[src/rtl/octsc_pkg.sv]
// Package for the octant-folded sine/cosine unit.
// Holds the elaboration-time function that quantizes first-octant
// magnitudes. Assumes frac_w <= 30 so scale factors fit in an int.
package octsc_pkg;

    localparam real QUARTER_PI = 0.78539816339744830962;

    // Rounded, saturated magnitude of sin or cos at angle k*(pi/4)/2^oct_w.
    function automatic int oct_mag(input int k, input int oct_w,
                                   input int frac_w, input bit want_cos);
        real ang;
        real v;
        int  q;
        int  top;
        top = (1 << frac_w) - 1;
        ang = QUARTER_PI * real'(k) / real'(1 << oct_w);
        v   = want_cos ? $cos(ang) : $sin(ang);
        q   = $rtoi(v * real'(1 << frac_w) + 0.5);
        if (q > top) q = top;
        return q;
    endfunction

    // Rounded magnitude of 1/sqrt(2) on frac_w fractional bits.
    function automatic int diag_mag(input int frac_w);
        return $rtoi(0.70710678118654752440 * real'(1 << frac_w) + 0.5);
    endfunction

endpackage

[src/rtl/octsc_fold.sv]
// Index folder: maps a W-bit phase index onto a first-octant table
// address. It also flags the pi/4 boundary entry and produces the swap
// and sign controls. Purely combinational. Assumes PHASE_W >= 4.
module octsc_fold #(
    parameter int PHASE_W = 8
) (
    input  logic [PHASE_W-1:0] phase,
    output logic [PHASE_W-4:0] addr,
    output logic               diag,
    output logic               swap,
    output logic               sneg,
    output logic               cneg
);
    localparam int OW = PHASE_W - 3;

    logic [OW-1:0] low;
    logic [OW:0]   refl;
    logic          oct_b;
    logic          quad_b;
    logic          half_b;

    assign low    = phase[OW-1:0];
    assign oct_b  = phase[OW];
    assign quad_b = phase[OW+1];
    assign half_b = phase[OW+2];

    // Reflection 2^OW - low, formed as a two's complement of the low bits.
    assign refl = {1'b1, {OW{1'b0}}} - {1'b0, low};

    // Address, boundary flag and swap select from the octant and quadrant bits.
    always_comb begin
        if (oct_b) begin
            addr = refl[OW-1:0];
            diag = (low == '0);
        end else begin
            addr = low;
            diag = 1'b0;
        end
        swap = oct_b ^ quad_b;
    end

    // Signs come from the upper index bits only.
    assign sneg = half_b;
    assign cneg = half_b ^ quad_b;

endmodule

[src/rtl/octsc_rom.sv]
// First-octant magnitude table: 2^(PHASE_W-3) entries of sine and
// cosine, filled at elaboration. A separate constant serves the pi/4
// boundary entry. Combinational read.
module octsc_rom #(
    parameter int PHASE_W = 8,
    parameter int FRAC_W  = 12
) (
    input  logic [PHASE_W-4:0] addr,
    input  logic               diag,
    output logic [FRAC_W-1:0]  rd_sin,
    output logic [FRAC_W-1:0]  rd_cos
);
    localparam int OW    = PHASE_W - 3;
    localparam int DEPTH = 1 << OW;
    localparam logic [FRAC_W-1:0] DIAG_VAL = FRAC_W'(octsc_pkg::diag_mag(FRAC_W));

    logic [FRAC_W-1:0] sin_tab [DEPTH];
    logic [FRAC_W-1:0] cos_tab [DEPTH];

    // One sine and one cosine constant per octant step.
    for (genvar k = 0; k < DEPTH; k++) begin : g_entry
        assign sin_tab[k] = FRAC_W'(octsc_pkg::oct_mag(k, OW, FRAC_W, 1'b0));
        assign cos_tab[k] = FRAC_W'(octsc_pkg::oct_mag(k, OW, FRAC_W, 1'b1));
    end

    // Table read, overridden by the diagonal constant at the boundary.
    always_comb begin
        if (diag) begin
            rd_sin = DIAG_VAL;
            rd_cos = DIAG_VAL;
        end else begin
            rd_sin = sin_tab[addr];
            rd_cos = cos_tab[addr];
        end
    end

endmodule

[src/rtl/octsc_unit.sv]
// Octant-folded sine/cosine lookup unit, top level.
// Folds the index, reads the octant table, swaps the magnitudes where
// the fold needs it and registers sign-magnitude results on in_valid.
// Assumes PHASE_W >= 4 and FRAC_W <= 30.
module octsc_unit #(
    parameter int PHASE_W = 8,
    parameter int FRAC_W  = 12
) (
    input  logic               clk,
    input  logic               rst_n,
    input  logic               in_valid,
    input  logic [PHASE_W-1:0] in_phase,
    output logic               out_valid,
    output logic [FRAC_W-1:0]  sin_mag,
    output logic               sin_neg,
    output logic [FRAC_W-1:0]  cos_mag,
    output logic               cos_neg
);
    localparam int OW = PHASE_W - 3;

    // the fold needs a period that is a multiple of four.
    if (PHASE_W < 4) begin : g_bad_width
        $error("octsc_unit: PHASE_W must be at least 4");
    end

    logic [OW-1:0]     addr;
    logic              diag;
    logic              swap;
    logic              sneg_c;
    logic              cneg_c;
    logic [FRAC_W-1:0] rd_sin;
    logic [FRAC_W-1:0] rd_cos;
    logic [FRAC_W-1:0] sin_c;
    logic [FRAC_W-1:0] cos_c;

    octsc_fold #(.PHASE_W(PHASE_W)) u_fold (
        .phase (in_phase),
        .addr  (addr),
        .diag  (diag),
        .swap  (swap),
        .sneg  (sneg_c),
        .cneg  (cneg_c)
    );

    octsc_rom #(.PHASE_W(PHASE_W), .FRAC_W(FRAC_W)) u_rom (
        .addr   (addr),
        .diag   (diag),
        .rd_sin (rd_sin),
        .rd_cos (rd_cos)
    );

    // Exchange the magnitudes in the octants that mirror across pi/4.
    always_comb begin
        sin_c = swap ? rd_cos : rd_sin;
        cos_c = swap ? rd_sin : rd_cos;
    end

    // Output register: cleared on reset, loaded only when in_valid is high.
    always_ff @(posedge clk) begin
        if (!rst_n) begin
            out_valid <= 1'b0;
            sin_mag   <= '0;
            cos_mag   <= '0;
            sin_neg   <= 1'b0;
            cos_neg   <= 1'b0;
        end else begin
            out_valid <= in_valid;
            if (in_valid) begin
                sin_mag <= sin_c;
                cos_mag <= cos_c;
                sin_neg <= sneg_c;
                cos_neg <= cneg_c;
            end
        end
    end


    valid_lat_chk: assert property (@(posedge clk) disable iff (!rst_n)
        $past(rst_n) |-> (out_valid == $past(in_valid)));


    hold_chk: assert property (@(posedge clk) disable iff (!rst_n)
        !in_valid |=> ($stable(sin_mag) && $stable(cos_mag)
                       && $stable(sin_neg) && $stable(cos_neg)));


    sin_sign_chk: assert property (@(posedge clk) disable iff (!rst_n)
        in_valid |=> (sin_neg == $past(in_phase[PHASE_W-1])));


    cos_sign_chk: assert property (@(posedge clk) disable iff (!rst_n)
        in_valid |=> (cos_neg == ($past(in_phase[PHASE_W-1]) ^ $past(in_phase[PHASE_W-2]))));


    diag_eq_chk: assert property (@(posedge clk) disable iff (!rst_n)
        (in_valid && in_phase[OW] && (in_phase[OW-1:0] == '0)) |=> (sin_mag == cos_mag));


    quad_zero_chk: assert property (@(posedge clk) disable iff (!rst_n)
        (in_valid && (in_phase[OW:0] == '0)) |=> ((sin_mag == '0) != (cos_mag == '0)));

endmodule

[config.mk]
export PLATFORM = sky130hd
export DESIGN_NAME = octsc_unit
export DESIGN_NICKNAME = d
export VERILOG_FILES = /design/src/rtl/octsc_pkg.sv /design/src/rtl/octsc_fold.sv /design/src/rtl/octsc_rom.sv /design/src/rtl/octsc_unit.sv
export SDC_FILE = /design/constraint.sdc
export NUM_CORES = 1
export LEC_CHECK = 0
export BUFFER_PORTS_ARGS = -buffer_cell sky130_fd_sc_hd__buf_2
export CORE_MARGIN = 5
export CORE_UTILIZATION = 45
export DETAILED_ROUTE_END_ITERATION = 7
export GPL_TIMING_DRIVEN = 0
export MAX_ROUTING_LAYER = met4
export PLACE_DENSITY = 0.68
export SETUP_SLACK_MARGIN = 0.5
export SLEW_MARGIN = 30
export SYNTH_ARGS = -nofsm -noshare
export SYNTH_HDL_FRONTEND = slang
export SYNTH_HIERARCHICAL = 1
export SYNTH_SLANG_ARGS = --single-unit
[constraint.sdc]
create_clock -name clk -period 2.4 [get_ports clk]
set_clock_uncertainty 0.1 [all_clocks]
set_input_delay 0.24 -clock clk [delete_from_list [all_inputs] [get_ports clk]]
set_output_delay 0.24 -clock clk [all_outputs]
set_load 0.01 [all_outputs]
## After elaboration in Yosys (flattened, before gate mapping)

Memory sizes are Yosys's and may differ from the RTL's.
Index checks and enable logic that the tools add are counted.

| storage, ports and cells | value |
|---|---|
| register bits after elaboration | 27 |
| bits in read-only memories | 768 |
| bits of input ports | 11 |
| output and inout port bits | 27 |
| word-level logic and storage cells | 23 |
| memories | 2 |

| operators by class | value |
|---|---|
| $add $sub $neg | 1 |
| order comparisons | 1 |
| multiplexer cells | 10 |
| bitwise gates (word level) | 3 |
| reduce and logical (&&, ||, !) cells | 1 |

Memory list:

| name | depth | width | rd ports | clocked after Yosys merged registers in | wr ports | RTL line | text |
|---|---|---|---|---|---|---|---|
| (name not given) | 32 | 12 | 1 | 0 | 0 | octsc_rom.sv:32 | `rd_sin = sin_tab[addr];` |
| (name not given) | 32 | 12 | 1 | 0 | 0 | octsc_rom.sv:33 | `rd_cos = cos_tab[addr];` |

Operator list:

| operator | number |
|---|---|
| 12-bit two-way mux | 8 |
| 6-bit >= comparator, second input constant | 1 |
| 5-bit inverter with 6-bit output | 1 |
| 5-bit logical NOT | 1 |
| 5-bit two-way mux | 1 |
| 1-bit by 5-bit subtractor with 5-bit output, first input constant | 1 |
| 1-bit XOR | 2 |
| 1-bit two-way mux | 1 |

## Longest topological paths before layout

Gate-level depths: netlist of the first run.

| logic depth | value |
|---|---|
| depth after elaboration | 8 |
| gate-level depth with buffers | 13 |
| mapped depth without buffers | 12 |

## Cells and area by module

Netlist of the first run, hierarchy kept.

By module, submodules not included:

| module | times used | cells an instance | area each (um^2) | sequential area each (um^2) |
|---|---|---|---|---|
| octsc_unit | 1 | 115 | 1,158.6 | 540.5 |
| octsc_rom | 1 | 170 | 1,062.3 | 0.0 |
| octsc_fold | 1 | 19 | 136.4 | 0.0 |

## Worst setup path before layout of the first run

Ideal clock, no wire load.

| timing | value |
|---|---|
| kind | in2reg |
| start point | input in_phase[1] |
| end point | register sin_mag[3] |
| setup time | 70 ps |
| arrival time | 2,342 ps |
| required time | 2,230 ps |
| setup slack | -112 ps |
| stages | 13 |
| buffers on the path | 1 |
| cells stage by stage | inv_1 ha_1 nand2_1 o21ai_1 buf_2 inv_1 ha_1 nor2b_1 a211oi_1 o21ai_0 a21oi_1 mux2i_1 a21oi_1 |

| on the way | value |
|---|---|
| word-level cells in the longest chain between the ends | 8 |
| elaborated cells on any way between the ends | 14 |
| classes of those cells | 1 x add/sub; 9 x mux; 1 x bitwise; 1 x reduce/logical; 2 x memory |

Ends and longest elaborated chain:

| what | RTL line | text |
|---|---|---|
| start: declaration | octsc_unit.sv:12 | `input logic [PHASE_W-1:0] in_phase,` |
| 1-bit by 5-bit subtractor with 5-bit output | octsc_fold.sv:28 | `assign refl = {1'b1, {OW{1'b0}}} - {1'b0, low};` |
| 5-bit two-way mux (*) | octsc_fold.sv:32 | `if (oct_b) begin` |
| via addr[1] | octsc_unit.sv:26 | `logic [OW-1:0] addr;` |
| 5-bit inverter with 6-bit output (not written as such) (*) | octsc_rom.sv:33 |  |
| memory 32 x 12 bit (*) | -- |  |
| 12-bit two-way mux (not written as such) (*) (2 in series) | octsc_rom.sv:33 |  |
| 12-bit two-way mux (*) | octsc_rom.sv:28 | `if (diag) begin` |
| via rd_cos[3] | octsc_unit.sv:32 | `logic [FRAC_W-1:0] rd_cos;` |
| 12-bit two-way mux (*) | octsc_unit.sv:54 | `sin_c = swap ? rd_cos : rd_sin;` |
| end signal: assignment | octsc_unit.sv:69 | `sin_mag <= sin_c;` |
| end: declaration | octsc_unit.sv:14 | `output logic [FRAC_W-1:0] sin_mag,` |

Mark *: on every way through the listed nets, which the timed path passes. The rest lies on a longest branch. The select of a mux whose other input is x is not followed.
A chain may end at the register's enable or synchronous reset.

## Final worst setup path of the first run

| timing | value |
|---|---|
| start point | input in_phase[0] |
| end point | register sin_mag[3] |

| on the way | value |
|---|---|
| word-level cells in the longest chain between the ends | 8 |
| elaborated cells on any way between the ends | 14 |
| classes of those cells | 1 x add/sub; 9 x mux; 1 x bitwise; 1 x reduce/logical; 2 x memory |

Ends and longest elaborated chain:

| what | RTL line |
|---|---|
| 1-bit by 5-bit subtractor with 5-bit output | octsc_fold.sv:28 |
| 5-bit two-way mux | octsc_fold.sv:32 |
| via addr[1] | octsc_unit.sv:26 |
| 5-bit inverter with 6-bit output (not written as such) | octsc_rom.sv:33 |
| memory 32 x 12 bit | -- |
| 12-bit two-way mux (not written as such) (2 in series) | octsc_rom.sv:33 |
| 12-bit two-way mux | octsc_rom.sv:28 |
| via rd_cos[3] | octsc_unit.sv:32 |
| 12-bit two-way mux | octsc_unit.sv:54 |

The timed path passes the listed nets, and every way through them passes these cells. The select of a mux whose other input is x is not followed.

==> impl.org, run 1 <==
** STA
- Dividing the final minimum period by the clock period gives 0.879.
- Slack of the critical path :: between 0.2 and 0.3 ns
- Derived from the worst setup path, the maximum achievable clock frequency is 0.474 GHz.
- Setup violations remaining at the end of the flow were counted as 0.
- The hold violation total from the final report came to 0.
- Final-layout worst hold slack :: 0.161 ns
- The count of final max-slew check failures was 0.
- The routed design could run at a clock period as short as 2.11 ns.
- Setup repair after global routing could not meet its margin everywhere.

** Synthesis
- a21oi_1 is the most common cell in the netlist.
- Distinct cell type count of the synthesized netlist :: 44
- Of the post-synthesis cell area, the dominant cell type holds 0.229.
- Syn nets :: 327
- Synthesis handed over a netlist of slightly above 300 instances.
- Summed over all instances, the cell type with the most area after synthesis is dfxtp_1.
- Post-synthesis async set-or-reset flop share :: 0
- Average cell area after synthesis :: 7.75 um^2
- Synthesized area :: 2360 um^2
- Number of synthesized flops with an enable pin :: 0
- Main area contributors after synthesis :: dfxtp_1, mux2i_1, a21oi_1
- Sequential-to-total area share from yosys stat :: 0.229
- For this run, the leading register cell type out of synthesis is dfxtp_1.
- Counting instances in the post-synthesis netlist gives the leading cell types as a21oi_1, o21ai_0, mux2i_1, dfxtp_1, nand2_1.
- Yosys printed 6 warnings.
- Post-synthesis sequential element count :: 27

** Floorplan
- Die width :: 82.4 um
- The die is approximately 82 um tall.
- 38 I/O pins were placed.
- The initial utilization of the core area, before any placement, comes to 0.462.
- The floorplan step defined a die boundary enclosing roughly 6800 um^2.
- Area of the core region :: 5110 um^2
- In this run the core area contains 26 standard-cell rows.

** CTS
- In this run the number of H-tree levels came out at 1.
- CTS clk-pin slew, worst paths :: 0.10 ns
- In this run, post-CTS hold repair placed 0 buffers.
- The clock passes through at most 2 buffers.
- The tree is rooted in a clkbuf_8.
- Worst-Skew Late Latency :: 0.27 ns
- TritonCTS built the clock tree.
- Clock sink count :: 27
- TritonCTS created 3 clock buffers.

** Setup path
- Critical Path AT :: 2.18 ns
- Broken down by cell family, the worst path's largest delay share belongs to adder cells.
- Kind of end point of the critical path :: flop
- Terminus of the critical flop-to-flop path :: cos_mag[6]$_SDFFE_PN0P_
- The worst register-to-register path begins at cos_mag[6]$_SDFFE_PN0P_.
- Counting cells, the worst reg-to-reg path comes to 2.
- Data on the critical path is required at its endpoint by 2.47 ns.
- Kind of critical path :: in -> reg
- Slack of the worst reg-to-reg path :: 1.63 ns
- In this design, the critical path's most frequently occurring cell is ha_4.
- Crit-path max FO :: 6
- Slowest cell delay on critical path :: 0.39 ns
- Critical path launch point type :: primary input
- Worst path bufs/invs :: 4
- For this design, the slowest cell found on the critical path is ha_4.
- Chain of cells forming the critical path :: buf_8, clkinv_8, ha_4, nand2_4, o21ai_4, buf_6, clkinvlp_4, ha_4, nor2b_4, a211oi_2, o21ai_2, a21oi_2, mux2i_1, a21oi_1
- Worst setup path start :: in_phase[0]

** Global routing
- Via count of the first global-routing pass :: around 2600
- The initial antenna violation count was 0.
- Entering global routing, the biggest net connects 15 pins.
- First-pass GRT wire length :: 12700 um
- Global route overflow :: 0
- For this run, the total global-route usage over all layers was measured as 0.249.

** Power
- PwrDens :: 514 nW/um^2
- Part of the total power dissipated in combinational logic :: 0.571
- Of the total power, the clock network draws 0.143.
- Leakage power :: 1.55 nW
- Share of total power consumed by net switching :: 0.390
- Cell-internal power :: 1.10 mW
- Part of the total power dissipated in sequential elements :: 0.285
- The worst-case IR drop observed on VDD is 417 uV.
- Summed over all nets, the switching power comes to 704 uW.

** Place
- Detailed placement finished with a half-perimeter wire length of around 5300 um.
- Global placement routability congestion :: 1.00
- Count of input and output buffers :: 36
- Standard cell area after detailed placement :: 2820 um^2
- Worst slack, placed :: -0.358 ns

** Finish
- Antenna fix cells :: 0
- Fraction of the core area covered by cells at the end of the flow :: 0.687
- Multi-input combinational cell area :: 1930 um^2
- Share of layout cells above drive strength 1 :: 0.452
- The layout has 429 filler cells.
- Area of all sequential standard cells :: 541 um^2
- Synthesis-to-layout area growth :: 48.9%
- Final standard cell area without fillers :: 3510 um^2
- In the final design database the tool counted 402 nets.

** Drt
- Sum of routed wire segments on met1 :: about 3300 um
- Detailed-routing iteration count for the pre-antenna-repair pass :: 5
- Total met3 wirelength after detailed routing :: 659 um
- Number of routed nets with antenna violations :: 0
- Avg Vias per Cell :: 6.03
- The highest layer touched by signal routing is met4.
- Wire segments on met2 add up to between 3000 and 4000 um in the final route.
- Dividing the detail-routed wire length by the instance count gives 18.2 um.
- Residual DRC :: 0
- The first routing iteration left between 300 and 400 violations.
- Post-Route WL :: 8160 um
- Across all layers, the routed design uses 2703 vias.

** Run
- The tool flagged a number of max-cap violations equal to 0.

** Worst hold path
- The path with the worst hold slack has its endpoint at cos_neg$_SDFFE_PN0P_.
- Start point of the worst hold path :: in_valid
- The worst hold path belongs to the class in -> reg.
- Number of stages on the worst hold path :: 3

** Status
- The flow ran to the end, and the final reports show no timing, DRC or antenna violations.
## layer usage
layer,up-vias,global-route usage
li1,1238,-
met1,1268,0.316
met2,150,0.390
met3,47,0.0586
met4,0,0.0764
met5,-,-
## power groups by stage
stage	clock [mW]	sequential (mW)	combinational, mW
after floorplan	0	0.546	0.547
after global placement	0	0.524	0.767
after detailed placement	0	0.525	0.767
after CTS	0.261	0.515	0.931
after global routing	0.288	0.521	1.10
final	0.258	0.515	1.03
## area by class of cell
class,instances,area share
well taps,70,0.0250
repair buffers,70,0.152
clock buffers,4,0.0128
inverters,9,0.0210
flip-flops and latches,27,0.154
multi-input cells,237,0.549
plain buffers,31,0.0870
## what timing repair did
| action | in CTS | in global routing |
|---|---|---|
| setup endpoints to repair | 22 | 22 |
| resized for setup | 65 | 29 |
| gates cloned | 2 | 0 |
| buffers inserted | 24 | 8 |
| pin swaps | 38 | 27 |
| endpoints found under the hold margin | 0 | 0 |
## cells in the final DEF, fill, tap and decap left out, types with 3 or more instances in the layout
master,instances
a211oi_1,3
a211oi_2,6
a21o_1,3
a21oi_1,37
a21oi_2,7
a311oi_2,4
a31oi_1,3
buf_12,4
buf_2,39
buf_4,36
buf_6,11
buf_8,5
clkbuf_8,4
dfxtp_1,27
ha_1,3
ha_2,3
ha_4,6
mux2i_1,29
nand2_1,18
nand2b_4,5
nand3_1,6
nor2_1,9
nor2_2,3
nor2b_1,5
o211ai_1,4
o21ai_0,22
o21ai_1,12
o21ai_2,3
## tightest hold or removal path: stages
cell     delay (ns)
buf_6          0.09
mux2i_1        0.07
nor2b_1        0.10
## logic make-up after synthesis
logic type,Yosys count,synth area share
mux,31,0.132
flops,27,0.229
compound gates,120,0.304
xor+xnor,5,0.0186
other cells,1,0.00159
fa+ha+maj,12,0.0637
simple gates,68,0.140
buf+inv,40,0.111
## registers in the layout (all words and copies together) (netlist names)
name,flops
sin_neg,1
cos_mag,12
out_valid,1
sin_mag,12
cos_neg,1
## metrics by stage
step	setup TNS [ns]	total power, mW	std cells
2_1_floorplan	0	1.09	304
5_1_grt	0	1.90	448
3_5_place_dp	-5.50	1.29	410
6_report	0	1.80	448
3_3_place_gp	-5.01	1.29	410
4_1_cts	0	1.71	440
## worst max path at each step
| stage | endpoint | depth (start not counted) |
|---|---|---|
| 2_1_floorplan | sin_mag[3]$_SDFFE_PN0P_ | 13 |
| 3_3_place_gp | sin_mag[4]$_SDFFE_PN0P_ | 11 |
| 3_5_place_dp | sin_mag[7]$_SDFFE_PN0P_ | 14 |
| 4_1_cts | sin_mag[3]$_SDFFE_PN0P_ | 14 |
| 5_1_grt | sin_mag[5]$_SDFFE_PN0P_ | 13 |
| 6_report | sin_mag[3]$_SDFFE_PN0P_ | 14 |
(Power assumes the default switching activity.)
==> run 2: changes to the inputs <==
==> constraint.sdc (replaced) <==
create_clock -name clk -period 2.4 [get_ports clk]
set_clock_uncertainty 0.1 [all_clocks]
set_input_delay 0.48 -clock clk [delete_from_list [all_inputs] [get_ports clk]]
set_output_delay 0.48 -clock clk [all_outputs]
set_load 0.01 [all_outputs]
==> run 2 against run 1 <==
Sequential share of layout area rose by 1.3 points. Global-route usage fell by 2.8 points. Critical endpoint is now sin_mag[6]$_SDFFE_PN0P_. Largest cell class unchanged. Design area fell by 7.9%. Critical path depth did not move. Register-to-register slack barely moved. Clock-buffer cell count did not move.
==> impl.org, run 2 (synthesized netlist as in run 1, its figures left out) <==
** Global routing
- The initial antenna violation count came to 0 (unchanged).
- Global route overflow :: 0 (unchanged)
- The via count of the first global-routing pass was 2301 (was 2551).
- The pin count of the biggest net entering global routing came to 15 (unchanged).
- The overall fraction of global-route tracks in use is 0.220 (was 0.249).
- First-pass GRT wire length :: 11300 um (was 12700 um)

** Drt
- Iteration-0 DRC count of the detailed router :: 263 (was 344)
- Post-DR wirelength/cell :: 17.0 um (was 18.2 um)
- The number of nets still failing antenna checks after routing came to 0 (unchanged).
- Total number of vias :: 2522 (was 2703)
- The number of iterations in the first detailed-routing pass is 5 (unchanged).
- The post-detailed-routing wire length came to 7350 um (was 8160 um).
- Residual DRC :: 0 (unchanged)
- The via density per instance was 5.84 (was 6.03).

** Place
- Worst slack, placed :: -0.690 ns (was -0.358 ns)
- The placer congestion estimate was 0.980 (was 1.00).
- Total half-perimeter wirelength after legalization and detailed placement :: 5300 um (was 5260 um)
- The count of buffers from port buffering was 36 (unchanged).

** Setup path
- Worst path bufs/invs :: 4 (unchanged)
- The worst setup path category was in -> reg (unchanged).
- Kind of end point of the critical path :: flop (unchanged)
- Chain of cells forming the critical path: buf_12, inv_12, ha_4, nand2_4, o21ai_4, buf_6, clkinvlp_4, ha_4, nand2_2, a21oi_1, nand2_1, a21o_1, mux2i_1, a21oi_1 (was buf_8, clkinv_8, ha_4, nand2_4, o21ai_4, buf_6, clkinvlp_4, ha_4, nor2b_4, a211oi_2, o21ai_2, a21oi_2, mux2i_1, a21oi_1).
- The arrival time at the worst endpoint came to 2.38 ns (was 2.18 ns).
- The largest driver fanout on the critical path came to 6 (unchanged).
- Critical path launch point type :: primary input (unchanged)
- The worst endpoint required time came to 2.46 ns (was 2.47 ns).
- The cell family with the largest share of critical-path delay is adder cells (unchanged).
- Cell type of the slowest stage on the worst timing path :: ha_4 (unchanged)
- The longest individual stage delay on the worst path was 0.37 ns (was 0.39 ns).

** Finish
- Count of filler cells inserted in the layout :: 455 (was 429)
- Most common cell after layout, fill and taps aside :: buf_2 (unchanged)
- Most frequent cells in the layout :: buf_2, a21oi_1, mux2i_1 (was buf_2, a21oi_1, buf_4)
- Top flop regs :: cos_mag (12), sin_mag (12) (unchanged)
- The area growth from synthesis to final layout was 37.1% (was 48.9%).
- The number of antenna repair diodes came to 0 (unchanged).
- Area of all sequential standard cells :: 541 um^2 (unchanged)
- NumNets Final :: 386 (was 402)
- Share of layout cells above drive strength 1 :: 0.395 (was 0.452)
- Multi-input combinational cell area :: 1860 um^2 (was 1930 um^2)

** Power
- Post-layout power :: 1.67 mW (was 1.80 mW)
- The internal cell power is 1.02 mW (was 1.10 mW).
- Share of total power consumed by net switching :: 0.387 (was 0.390)
- Part of the total power dissipated in sequential elements :: 0.308 (was 0.285)
- The combinational share of power was 0.543 (was 0.571).
- Peak supply drop :: 361 uV (was 417 uV)
- PwrDens :: 516 nW/um^2 (was 514 nW/um^2)
- Clock network fraction of total power :: 0.149 (was 0.143)
- The switching power of the nets was 646 uW (was 704 uW).
- Leakage power :: 1.42 nW (was 1.55 nW)

** CTS
- The clock slew seen by the registers of the worst setup and hold paths is 0.09 ns (was 0.10 ns).
- Number of buffers between clock root and the deepest sink :: 2 (unchanged)
- The total number of clock tree sinks was 27 (unchanged).
- CTS tree :: done (unchanged)
- The number of buffers inserted during clock tree synthesis is 3 (unchanged).
- Hold buffer count at CTS :: 0 (unchanged)
- The clock root buffer is clkbuf_8 (unchanged).
- Worst-Skew Late Latency :: 0.26 ns (was 0.27 ns)
- # H-tree levels :: 1 (unchanged)

** STA
- Number of failing setup endpoints in the final timing report :: 0 (unchanged)
- Final number of hold-violating endpoints :: 0 (unchanged)
- Highest Clock Rate :: 0.432 GHz (was 0.474 GHz)
- Share of the clock period used by the worst path :: 0.965 (was 0.879)
- The final setup slack of the worst path came to 0.0849 ns (was 0.291 ns).
- The post-layout minimum cycle time came to 2.32 ns (was 2.11 ns).
- The count of final max-slew check failures came to 0 (unchanged).
- Unrepaired setup endpoints after global routing :: true (unchanged)

** Floorplan
- The number of rows in the core area is 26 (unchanged).
- Die Height :: 82.4 um (unchanged)
- The die boundary width is 82.4 um (unchanged).
- The initial standard-cell utilization of the core is 0.462 (unchanged).
- The die area is 6790 um^2 (unchanged).
- The placeable core region is 5110 um^2 (unchanged).
- The I/O pin count is 38 (unchanged).

** Worst hold path
- Classification of the worst-slack hold path :: in -> reg (unchanged)

** Status
- Result of the run :: completed (unchanged)

** Run
- Number of max-cap violations :: 0 (unchanged)
[run 2: changes by cell type in the layout (fill, tap and decap cells not counted), moves of 3 or more]
cell	before	now
o21ai_1	12	9
buf_4	36	24
o21ai_0	22	25
buf_8	5	1
[run 2: cell type report]
cell class                 count  area share
multi-input combinational    237       0.574
clock buffer                   4      0.0139
tap                           70      0.0271
inverter                       9      0.0194
buffer                        31      0.0848
timing repair buffer          54       0.113
sequential                    27       0.167
[run 2: worst min-delay path, delay by kind of cell]
kind / cells / cell delay, ns
AND/OR/NAND/NOR: 1 / 0.09
buffers and inverters: 1 / 0.09
multiplexers: 1 / 0.07
[run 2: worst paths after layout]
path,start,end,depth (start not counted),slack [ns]
worst max-delay path,in_phase[1],sin_mag[6]$_SDFFE_PN0P_,14,0.08
worst min-delay path,in_valid,sin_neg$_SDFFE_PN0P_,3,0.40
worst max register to register,cos_mag[6]$_SDFFE_PN0P_,cos_mag[6]$_SDFFE_PN0P_,2,1.64
worst min register to register,sin_mag[7]$_SDFFE_PN0P_,sin_mag[7]$_SDFFE_PN0P_,2,0.41
[run 2: per-stage QoR]
stage                util  instance area (um^2)  setup TNS, ns  hold slack [ns]  instances
global placement    0.556                  2840         -10.53            0.391        410
floorplan               -                  2570      -0.000383            0.421        304
CTS                 0.601                  3070              0            0.399        423
detailed placement  0.556                  2840         -10.80            0.394        410
global route        0.633                  3230        -0.0374            0.401        432
finish              0.633                  3230              0            0.403        432
[run 2: repair_timing]
action	CTS	global route
cloned	0	2
pin swaps	19	11
setup endpoints to repair	24	24
buffers inserted	9	7
resized for setup	34	19
[run 2: layer usage]
metal,part of all wire,GRT usage,vias to the layer above,routed length [um]
met5,0,-,-,0
met4,0.015,0.0365,0,112
met3,0.093,0.0358,18,680
met2,0.47,0.360,146,3440
met1,0.42,0.291,1145,3120
li1,-,-,1213,-
[run 2: power by group through the flow]
stage          logic [mW]  clock network (mW)  registers, mW
2_1_floorplan       0.549                   0          0.546
3_3_place_gp        0.776                   0          0.524
3_5_place_dp        0.772                   0          0.525
4_1_cts             0.830               0.251          0.515
5_1_grt             0.971               0.275          0.521
6_report            0.906               0.249          0.514
